$ cat src/rtl/hdlc_rx_pkg.sv
package hdlc_rx_pkg;

    localparam int unsigned BYTE_W = 8;
    localparam int unsigned BITCNT_W = $clog2(BYTE_W);

    localparam logic [BYTE_W-1:0] FLAG_CODE  = 8'h7E;
    localparam logic [BYTE_W-1:0] ABORT_CODE = 8'h7F;
    localparam logic [BYTE_W-1:0] ESC_CODE   = 8'h1B;

    typedef enum logic {
        ST_HUNT  = 1'b0,
        ST_FRAME = 1'b1
    } rx_state_e;

    typedef struct packed {
        logic              vld;
        logic [BYTE_W-1:0] data;
    } push_req_t;

    // A byte that collides with an in-band control code must be escaped.
    function automatic logic needs_escape(input logic [BYTE_W-1:0] b);
        return (b == FLAG_CODE) || (b == ABORT_CODE) || (b == ESC_CODE);
    endfunction

    // Seven ones in the newest history bits end any frame in progress.
    function automatic logic is_abort(input logic [BYTE_W-1:0] h);
        return &h[6:0];
    endfunction

    // Five ones followed by the newest zero: the zero was stuffed.
    function automatic logic is_stuffed(input logic [BYTE_W-1:0] h);
        return h[5:0] == 6'b111110;
    endfunction

endpackage

$ cat src/rtl/hdlc_rx_sticky.sv
module hdlc_rx_sticky (
    input  logic clk,
    input  logic rst,
    input  logic set_i,
    input  logic clr_i,
    output logic q_o
);
    always_ff @(posedge clk) begin
        if (rst)        q_o <= 1'b0;
        else if (set_i) q_o <= 1'b1;
        else if (clr_i) q_o <= 1'b0;
    end
endmodule

$ cat src/rtl/hdlc_rx_fifo.sv
module hdlc_rx_fifo #(
    parameter int unsigned DEPTH = 8,
    parameter int unsigned WIDTH = 8
) (
    input  logic             clk,
    input  logic             rst,
    input  logic             wr_en,
    input  logic [WIDTH-1:0] wr_data,
    output logic             full,
    output logic             rd_valid,
    output logic [WIDTH-1:0] rd_data,
    input  logic             rd_ready
);
    localparam int unsigned PTR_W = (DEPTH > 1) ? $clog2(DEPTH) : 1;
    localparam int unsigned CNT_W = $clog2(DEPTH + 1);
    localparam logic [PTR_W-1:0] LAST_IDX = PTR_W'(DEPTH - 1);
    localparam logic [CNT_W-1:0] FULL_CNT = CNT_W'(DEPTH);

    logic [WIDTH-1:0] mem [DEPTH];
    logic [PTR_W-1:0] wr_ptr, rd_ptr;
    logic [CNT_W-1:0] count;
    logic             do_wr, do_rd;

    function automatic logic [PTR_W-1:0] bump(input logic [PTR_W-1:0] p);
        return (p == LAST_IDX) ? '0 : p + PTR_W'(1);
    endfunction

    assign full     = (count == FULL_CNT);
    assign rd_valid = (count != '0);
    assign rd_data  = mem[rd_ptr];
    assign do_wr    = wr_en && !full;
    assign do_rd    = rd_valid && rd_ready;

    always_ff @(posedge clk) begin
        if (do_wr) mem[wr_ptr] <= wr_data;
    end

    always_ff @(posedge clk) begin
        if (rst) begin
            wr_ptr <= '0;
            rd_ptr <= '0;
            count  <= '0;
        end else begin
            if (do_wr) wr_ptr <= bump(wr_ptr);
            if (do_rd) rd_ptr <= bump(rd_ptr);
            case ({do_wr, do_rd})
                2'b10:   count <= count + CNT_W'(1);
                2'b01:   count <= count - CNT_W'(1);
                default: count <= count;
            endcase
        end
    end
endmodule

$ cat src/rtl/hdlc_rx_parser.sv
module hdlc_rx_parser
    import hdlc_rx_pkg::*;
(
    input  logic      clk,
    input  logic      rst,
    input  logic      bit_valid,
    input  logic      bit_in,
    output logic      bit_ready,
    input  logic      fifo_full,
    output push_req_t push,
    output logic      drop
);
    logic [BYTE_W-1:0]   hist, hist_n, hist_shift;
    rx_state_e           state, state_n;
    logic [BYTE_W-1:0]   acc, acc_n, acc_with_bit;
    logic [BITCNT_W-1:0] cnt, cnt_n;
    logic                pend_vld, pend_vld_n;
    logic [BYTE_W-1:0]   pend_data, pend_data_n;
    logic                take;

    assign bit_ready    = !pend_vld;
    assign take         = bit_valid && !pend_vld;
    assign hist_shift   = {hist[BYTE_W-2:0], bit_in};
    assign acc_with_bit = acc | {bit_in, {(BYTE_W-1){1'b0}}};

    always_comb begin
        hist_n      = hist;
        state_n     = state;
        acc_n       = acc;
        cnt_n       = cnt;
        pend_vld_n  = pend_vld;
        pend_data_n = pend_data;
        push        = '0;
        drop        = 1'b0;

        if (pend_vld) begin
            // second half of an escaped pair
            pend_vld_n = 1'b0;
            if (fifo_full) begin
                drop    = 1'b1;
                state_n = ST_HUNT;
            end else begin
                push = '{vld: 1'b1, data: pend_data};
            end
        end else if (take) begin
            hist_n = hist_shift;
            if (hist_shift == FLAG_CODE) begin
                acc_n = '0;
                cnt_n = '0;
                if (fifo_full) begin
                    drop    = 1'b1;
                    state_n = ST_HUNT;
                end else begin
                    push    = '{vld: 1'b1, data: FLAG_CODE};
                    state_n = ST_FRAME;
                end
            end else if (is_abort(hist_shift)) begin
                state_n = ST_HUNT;
            end else if (state == ST_FRAME && !is_stuffed(hist_shift)) begin
                if (cnt == BITCNT_W'(BYTE_W - 1)) begin
                    acc_n = '0;
                    cnt_n = '0;
                    if (fifo_full) begin
                        drop    = 1'b1;
                        state_n = ST_HUNT;
                    end else if (needs_escape(acc_with_bit)) begin
                        push        = '{vld: 1'b1, data: ESC_CODE};
                        pend_vld_n  = 1'b1;
                        pend_data_n = acc_with_bit;
                    end else begin
                        push = '{vld: 1'b1, data: acc_with_bit};
                    end
                end else begin
                    acc_n = acc_with_bit >> 1;
                    cnt_n = cnt + BITCNT_W'(1);
                end
            end
        end
    end

    always_ff @(posedge clk) begin
        if (rst) begin
            hist      <= '0;
            state     <= ST_HUNT;
            acc       <= '0;
            cnt       <= '0;
            pend_vld  <= 1'b0;
            pend_data <= '0;
        end else begin
            hist      <= hist_n;
            state     <= state_n;
            acc       <= acc_n;
            cnt       <= cnt_n;
            pend_vld  <= pend_vld_n;
            pend_data <= pend_data_n;
        end
    end
endmodule

$ cat src/rtl/hdlc_rx_deframer.sv
module hdlc_rx_deframer
    import hdlc_rx_pkg::*;
#(
    parameter int unsigned DEPTH = 8
) (
    input  logic              clk,
    input  logic              rst,
    input  logic              bit_valid,
    input  logic              bit_in,
    output logic              bit_ready,
    input  logic              clr_ovr,
    output logic              out_valid,
    output logic [BYTE_W-1:0] out_data,
    input  logic              out_ready,
    output logic              overrun
);
    push_req_t         push;
    logic              push_vld;
    logic [BYTE_W-1:0] push_data;
    logic              fifo_full;
    logic              drop;

    assign push_vld  = push.vld;
    assign push_data = push.data;

    hdlc_rx_parser u_parser (
        .clk       (clk),
        .rst       (rst),
        .bit_valid (bit_valid),
        .bit_in    (bit_in),
        .bit_ready (bit_ready),
        .fifo_full (fifo_full),
        .push      (push),
        .drop      (drop)
    );

    hdlc_rx_fifo #(
        .DEPTH (DEPTH),
        .WIDTH (BYTE_W)
    ) u_fifo (
        .clk      (clk),
        .rst      (rst),
        .wr_en    (push_vld),
        .wr_data  (push_data),
        .full     (fifo_full),
        .rd_valid (out_valid),
        .rd_data  (out_data),
        .rd_ready (out_ready)
    );

    hdlc_rx_sticky u_ovr (
        .clk   (clk),
        .rst   (rst),
        .set_i (drop),
        .clr_i (clr_ovr),
        .q_o   (overrun)
    );
endmodule

$ cat config.mk
export PLATFORM = sky130hd
export DESIGN_NAME = hdlc_rx_deframer
export DESIGN_NICKNAME = d
export VERILOG_FILES = /design/src/rtl/hdlc_rx_pkg.sv /design/src/rtl/hdlc_rx_sticky.sv /design/src/rtl/hdlc_rx_fifo.sv /design/src/rtl/hdlc_rx_parser.sv /design/src/rtl/hdlc_rx_deframer.sv
export SDC_FILE = /design/constraint.sdc
export NUM_CORES = 1
export LEC_CHECK = 0
export ABC_CLOCK_PERIOD_IN_PS = 7900
export BUFFER_PORTS_ARGS = -buffer_cell sky130_fd_sc_hd__buf_2
export CAP_MARGIN = 25
export CORE_MARGIN = 8
export CORE_UTILIZATION = 45
export CTS_BUF_LIST = sky130_fd_sc_hd__clkbuf_2
export CTS_CLUSTER_SIZE = 14
export DETAILED_ROUTE_END_ITERATION = 16
export GPL_ROUTABILITY_DRIVEN = 0
export PLACE_DENSITY = 0.7
export SLEW_MARGIN = 20
export SYNTH_ARGS = -nofsm -noshare
export SYNTH_HDL_FRONTEND = slang
export SYNTH_SLANG_ARGS = --single-unit
$ cat constraint.sdc
create_clock -name clk -period 7.9 [get_ports clk]
set_input_delay 0.79 -clock clk [delete_from_list [all_inputs] [get_ports clk]]
set_output_delay 0.79 -clock clk [all_outputs]
set_load 0.1 [all_outputs]
After elaboration in Yosys (flattened, before gate mapping)
Memory sizes are Yosys's and may differ from the RTL's. A register that Yosys moved wholly into a read port is not among the register bits.
Cells that the tools add are included.
{"block": "totals", "reg_bits": 39, "latch_bits": 0, "ramBits": 64, "rom_bits": 0, "inputBits": 6, "out_inout_bits": 11, "wordCells": 101, "memories": 1}
{"block": "classes", "n_addsub": 5, "multipliers": 0, "div_mod_pow": 0, "order_cmp": 0, "eq_ne": 12, "shifts": 0, "mux": 43, "bitwise_logic": 8, "n_reduce_logical": 22}
{"memory": "u_fifo.mem", "depth": 8, "width": 8, "rd": 1, "rd_ports_with_merged_regs": 1, "write_ports": 1, "line_no": "hdlc_rx_fifo.sv:19", "source": "logic [WIDTH-1:0] mem [DEPTH];"}
{"op": "$mux 9", "count": 9}
{"op": "$mux 8", "count": 4}
{"op": "$eq 8x7->1 const B", "count": 3}
{"op": "$mux 3", "count": 8}
{"op": "$mux 1", "count": 20}
{"op": "$reduce_bool 4->1", "count": 3}
{"op": "$add 3x1->3 const B", "count": 3}
{"op": "$eq 3x3->1 const B", "count": 3}
{"op": "$eq 8x5->1 const B", "count": 1}
{"op": "$or 8x8->8", "count": 1}
{"op": "$pmux 4 s2", "count": 1}
{"op": "$reduce_and 8->1", "count": 1}
{"op": "$reduce_bool 2->1", "count": 4}
{"op": "$reduce_or 8->1", "count": 1}
{"op": "$mux 7", "count": 1}
{"op": "$not 1->1", "count": 7}
{"op": "$reduce_and 7->1", "count": 1}
{"op": "$eq 6x6->1 const B", "count": 1}
{"op": "$add 4x1->4 const B", "count": 1}
{"op": "$eq 4x4->1 const B", "count": 1}
{"op": "$logic_and 1x1->1", "count": 4}
{"op": "$reduce_and 4->1", "count": 1}
{"op": "$sub 4x1->4 const B", "count": 1}
{"op": "$logic_not 1->1", "count": 3}
{"op": "6 further kinds", "count": 7}

Longest topological paths before layout
{"block": "depth", "word_depth": 15, "depth_mapped": 12, "mapped_depth_nobuf": 12}

Cells and area by module
From an unflattened synthesis, not the netlist that was laid out.
{"block": "hier_totals", "hier_cells": 347, "hier_area_um2": 4665.7}
{"module": "hdlc_rx_fifo", "instances": 1, "cells_each": 169, "area_per_inst_um2": 3158.0}
{"module": "hdlc_rx_parser", "instances": 1, "cells_each": 174, "area_per_inst_um2": 1468.9}
{"module": "hdlc_rx_sticky", "instances": 1, "cells_each": 4, "area_per_inst_um2": 38.8}

Least setup slack after synthesis
OpenSTA, ideal clock, no wires.
{"block": "synth_path", "path_type": "register to register", "start": "register u_fifo.count[1]", "end": "register u_fifo.count[2]", "t_arrival_ns": 2.995, "required_ns": 7.830, "slack_ns": 4.835, "stages_incl_launch_ff": 12, "path_buffers": 1, "path_cell_list": "dfxtp_1 buf_6 or4_1 nand2_1 inv_1 ha_1 xor2_1 ha_1 a21oi_1 xor2_1 or3_1 a21oi_1"}
{"item": "start: declaration", "line_no": "hdlc_rx_fifo.sv:21", "source": "logic [CNT_W-1:0] count;"}
{"item": "start signal: assignment", "line_no": "hdlc_rx_fifo.sv:47", "source": "2'b10: count <= count + CNT_W'(1);"}
{"item": "start signal: assignment", "line_no": "hdlc_rx_fifo.sv:48", "source": "2'b01: count <= count - CNT_W'(1);"}
{"item": "start signal: assignment", "line_no": "hdlc_rx_fifo.sv:49", "source": "default: count <= count;"}
{"item": "$reduce_bool 4->1 *", "line_no": "hdlc_rx_fifo.sv:29", "source": "assign rd_valid = (count != '0);"}
{"item": "named net out_valid", "line_no": "hdlc_rx_deframer.sv:12", "source": "output logic out_valid,"}
{"item": "$logic_and 1x1->1 *", "line_no": "hdlc_rx_fifo.sv:32", "source": "assign do_rd = rd_valid && rd_ready;"}
{"item": "named net u_fifo.do_rd", "line_no": "hdlc_rx_fifo.sv:22", "source": "logic do_wr, do_rd;"}
{"item": "$eq 2x1->1 or $eq 2x2->1 (tied branches)", "line_no": "hdlc_rx_fifo.sv:46", "source": "case ({do_wr, do_rd})"}
{"item": "$pmux 4 s2 or $reduce_bool 2->1 (tied branches)"}
Mark *: on every way through the listed nets, which the timed path passes. The rest lies on a longest branch.
A chain may end at the register's enable or synchronous reset.

==> metrics <==
pwr/cell area=173 mW/mm^2; H-tree levels=3; largest net degree at the start of global routing=30; Clock Tree Buf Depth=2; # nets final=383; 1st-iter DRT viols=156; setup tns final=0 ns; leakage power=1.44 nW; Synth Net Count=364; slowest stage delay, CP=0.60 ns; syn avg cell area=12.8 um^2; Tcrit/Tclk final=42.8%; Setup Fix Bufs, Post-CTS=0; final setup fails=0; FFs w/ async S/R, synth=0%; Post-synth EDFFs=64; Skew-Pair Late Insertion Delay=0.62 ns; # Max-Cap Violations=0; CP arrival=2.59 ns; Yosys cell types=49; hold_buf cts=0; core area=0.00973 mm^2; Layout Skew=0.0514 ns; crit path max fanout=7; die width=116 um; non-filler instance count after layout=506; sequential fraction of the synthesis area=61.2%; status=finished, final reports clean; overall routing resource usage=13.4%; total CTS buffers=9; Die Ht=116 um; crit path time final=3.38 ns; Total Routed Length=8330 um; Highest Clock Rate=0.295 GHz; Area growth syn-to-layout=8.93%; Die Footprint=0.0134 mm^2; Critical Path End Type=output port; worst hold margin=0.478 ns; Synth Register Bits=105; slew margin rel.=36.7%; DP Area=0.00475 mm^2; Req. time, crit path=7.11 ns; DRC=0; input/output buffers=16; Critical Path, Cell by Cell=buf_6 -> buf_6 -> mux4_2 -> mux2_2 -> buf_2; initial antenna violation count=0; root buf cell=clkbuf_2; Critical Path Source Type=register; Hold Crit Class=in -> reg; Post-synth top flop=edfxtp_1; n_diodes=0; total gr overflow=0; row cnt=36; TritonCTS clock tree=built; CTS clk-pin slew, worst paths=0.27 ns; drt pass-1 iters=4; design area=0.00488 mm^2; Vias=2755; commonest non-fill, non-tap cell in the layout=edfxtp_1; commonest non-fill, non-tap cells in the layout=64 x edfxtp_1, 43 x nand2_1, 41 x dfxtp_1; Placed Cells=489; WL/cell=16.5 um; Clock Sinks=105; Routed Antenna Nets=0; Crit path top cell by count=buf_6; Buf+Inv Stages, Crit Path=3; RSZ-0062 raised after global routing=no; Post-DP HPWL=5620 um; critical path type=reg -> out; Top delay family on crit path=multiplexers; post-CTS resize count=0; final hold vios=0; overall power=843 uW; Max Slew Vio Count=0; CP max stage cell=dfxtp_1; Initial Utilization=46.1%; layout cells sized above 1=20.9%; via/cell ratio=5.44; Syn. warnings=0; number of global-route vias before repair=2749; worst-margin pin slew=0.939 ns; Synth Cell Area=0.00448 mm^2; first-pass GRT wire length=13700 um; IO Count=17; IR drop worst, VDD=0.0921 mV; Syn Inst Count=349
## final timing paths
check,depth (start not counted),start,endpoint,slack (ns)
min reg2reg,2,u_parser.pend_data[5],u_parser.pend_data[5],0.48
max reg2reg,11,u_fifo.count[1],u_fifo.count[2],4.82
max,5,register,out_data[3],4.52
min,3,out_ready,u_fifo.rd_ptr[2],0.48
## synthesized netlist by cell type, types with 8 or more instances
library cell	instances	area share [%]
nor2_1	15	1.3
ha_1	9	2.5
clkbuf_1	8	0.67
edfxtp_1	64	43
nand3_1	15	1.7
a21oi_1	27	3.0
o21ai_0	16	1.8
mux2_2	9	2.3
nand2_1	43	3.6
dfxtp_1	41	18
mux4_2	16	8.0
## power by group
group / switching [mW] / internal [mW] / total, mW
logic: 0.00727 / 0.00253 / 0.00980
clock network: 0.200 / 0.0573 / 0.257
registers: 0.000648 / 0.576 / 0.577
total: 0.208 / 0.636 / 0.843
## registers in the layout (all words and copies together) (netlist names), named ones only
| register | cells |
|---|---|
| u_fifo.count | 4 |
| u_parser.acc | 7 |
| u_parser.hist | 7 |
| u_parser.pend_data | 8 |
| u_fifo.wr_ptr | 3 |
| u_parser.pend_vld | 1 |
| u_parser.cnt | 3 |
| u_fifo.rd_ptr | 3 |
| u_ovr.q_o | 1 |
| u_parser.state | 1 |
| u_fifo.mem | 64 |
## kinds of logic (layout without fill, tap and decap cells)
| kind of cell | after synthesis | after routing | synth area share, % |
|---|---|---|---|
| compound gates | 58 | 58 | 7.76 |
| xor+xnor | 3 | 3 | 0.586 |
| fa+ha+maj | 9 | 9 | 2.51 |
| buf+inv | 24 | 48 | 2.29 |
| flops | 105 | 105 | 61.2 |
| mux | 30 | 30 | 11.5 |
| simple gates | 120 | 120 | 14.2 |
## through the flow
stage | setup WS (ns) | utilization (%)
CTS | 4.42 | 50.1
global route | 4.33 | 50.2
floorplan | 4.83 | -
finish | 4.52 | 50.2
global placement | 4.55 | 48.5
detailed placement | 4.45 | 48.8
## tightest hold or removal path: cells and delay by family
| kind | cells | cell delay [ns] |
|---|---|---|
| AND/OR/NAND/NOR | 1 | 0.07 |
| AO/OA/AOI/OAI | 1 | 0.07 |
| buffers and inverters | 1 | 0.11 |
## layer usage
| layer | share of wire (%) | vias up | track usage, % |
|---|---|---|---|
| met5 | 0 | - | 0 |
| met2 | 50 | 51 | 22.7 |
| li1 | - | 1367 | - |
| met1 | 45 | 1330 | 16.1 |
| met3 | 3.9 | 7 | 3.80 |
| met4 | 0.91 | 0 | 4.49 |
## layout make-up
cell class | count | area, um^2
fillers | 859 | 4840
clock buffers | 9 | 45.0
inverters | 7 | 26.3
repair buffers | 25 | 153
well taps | 133 | 166
clock inverters | 7 | 83.8
multi-input cells | 220 | 1670
flip-flops and latches | 105 | 2740
Note: power is estimated with default switching activity, not from simulation.
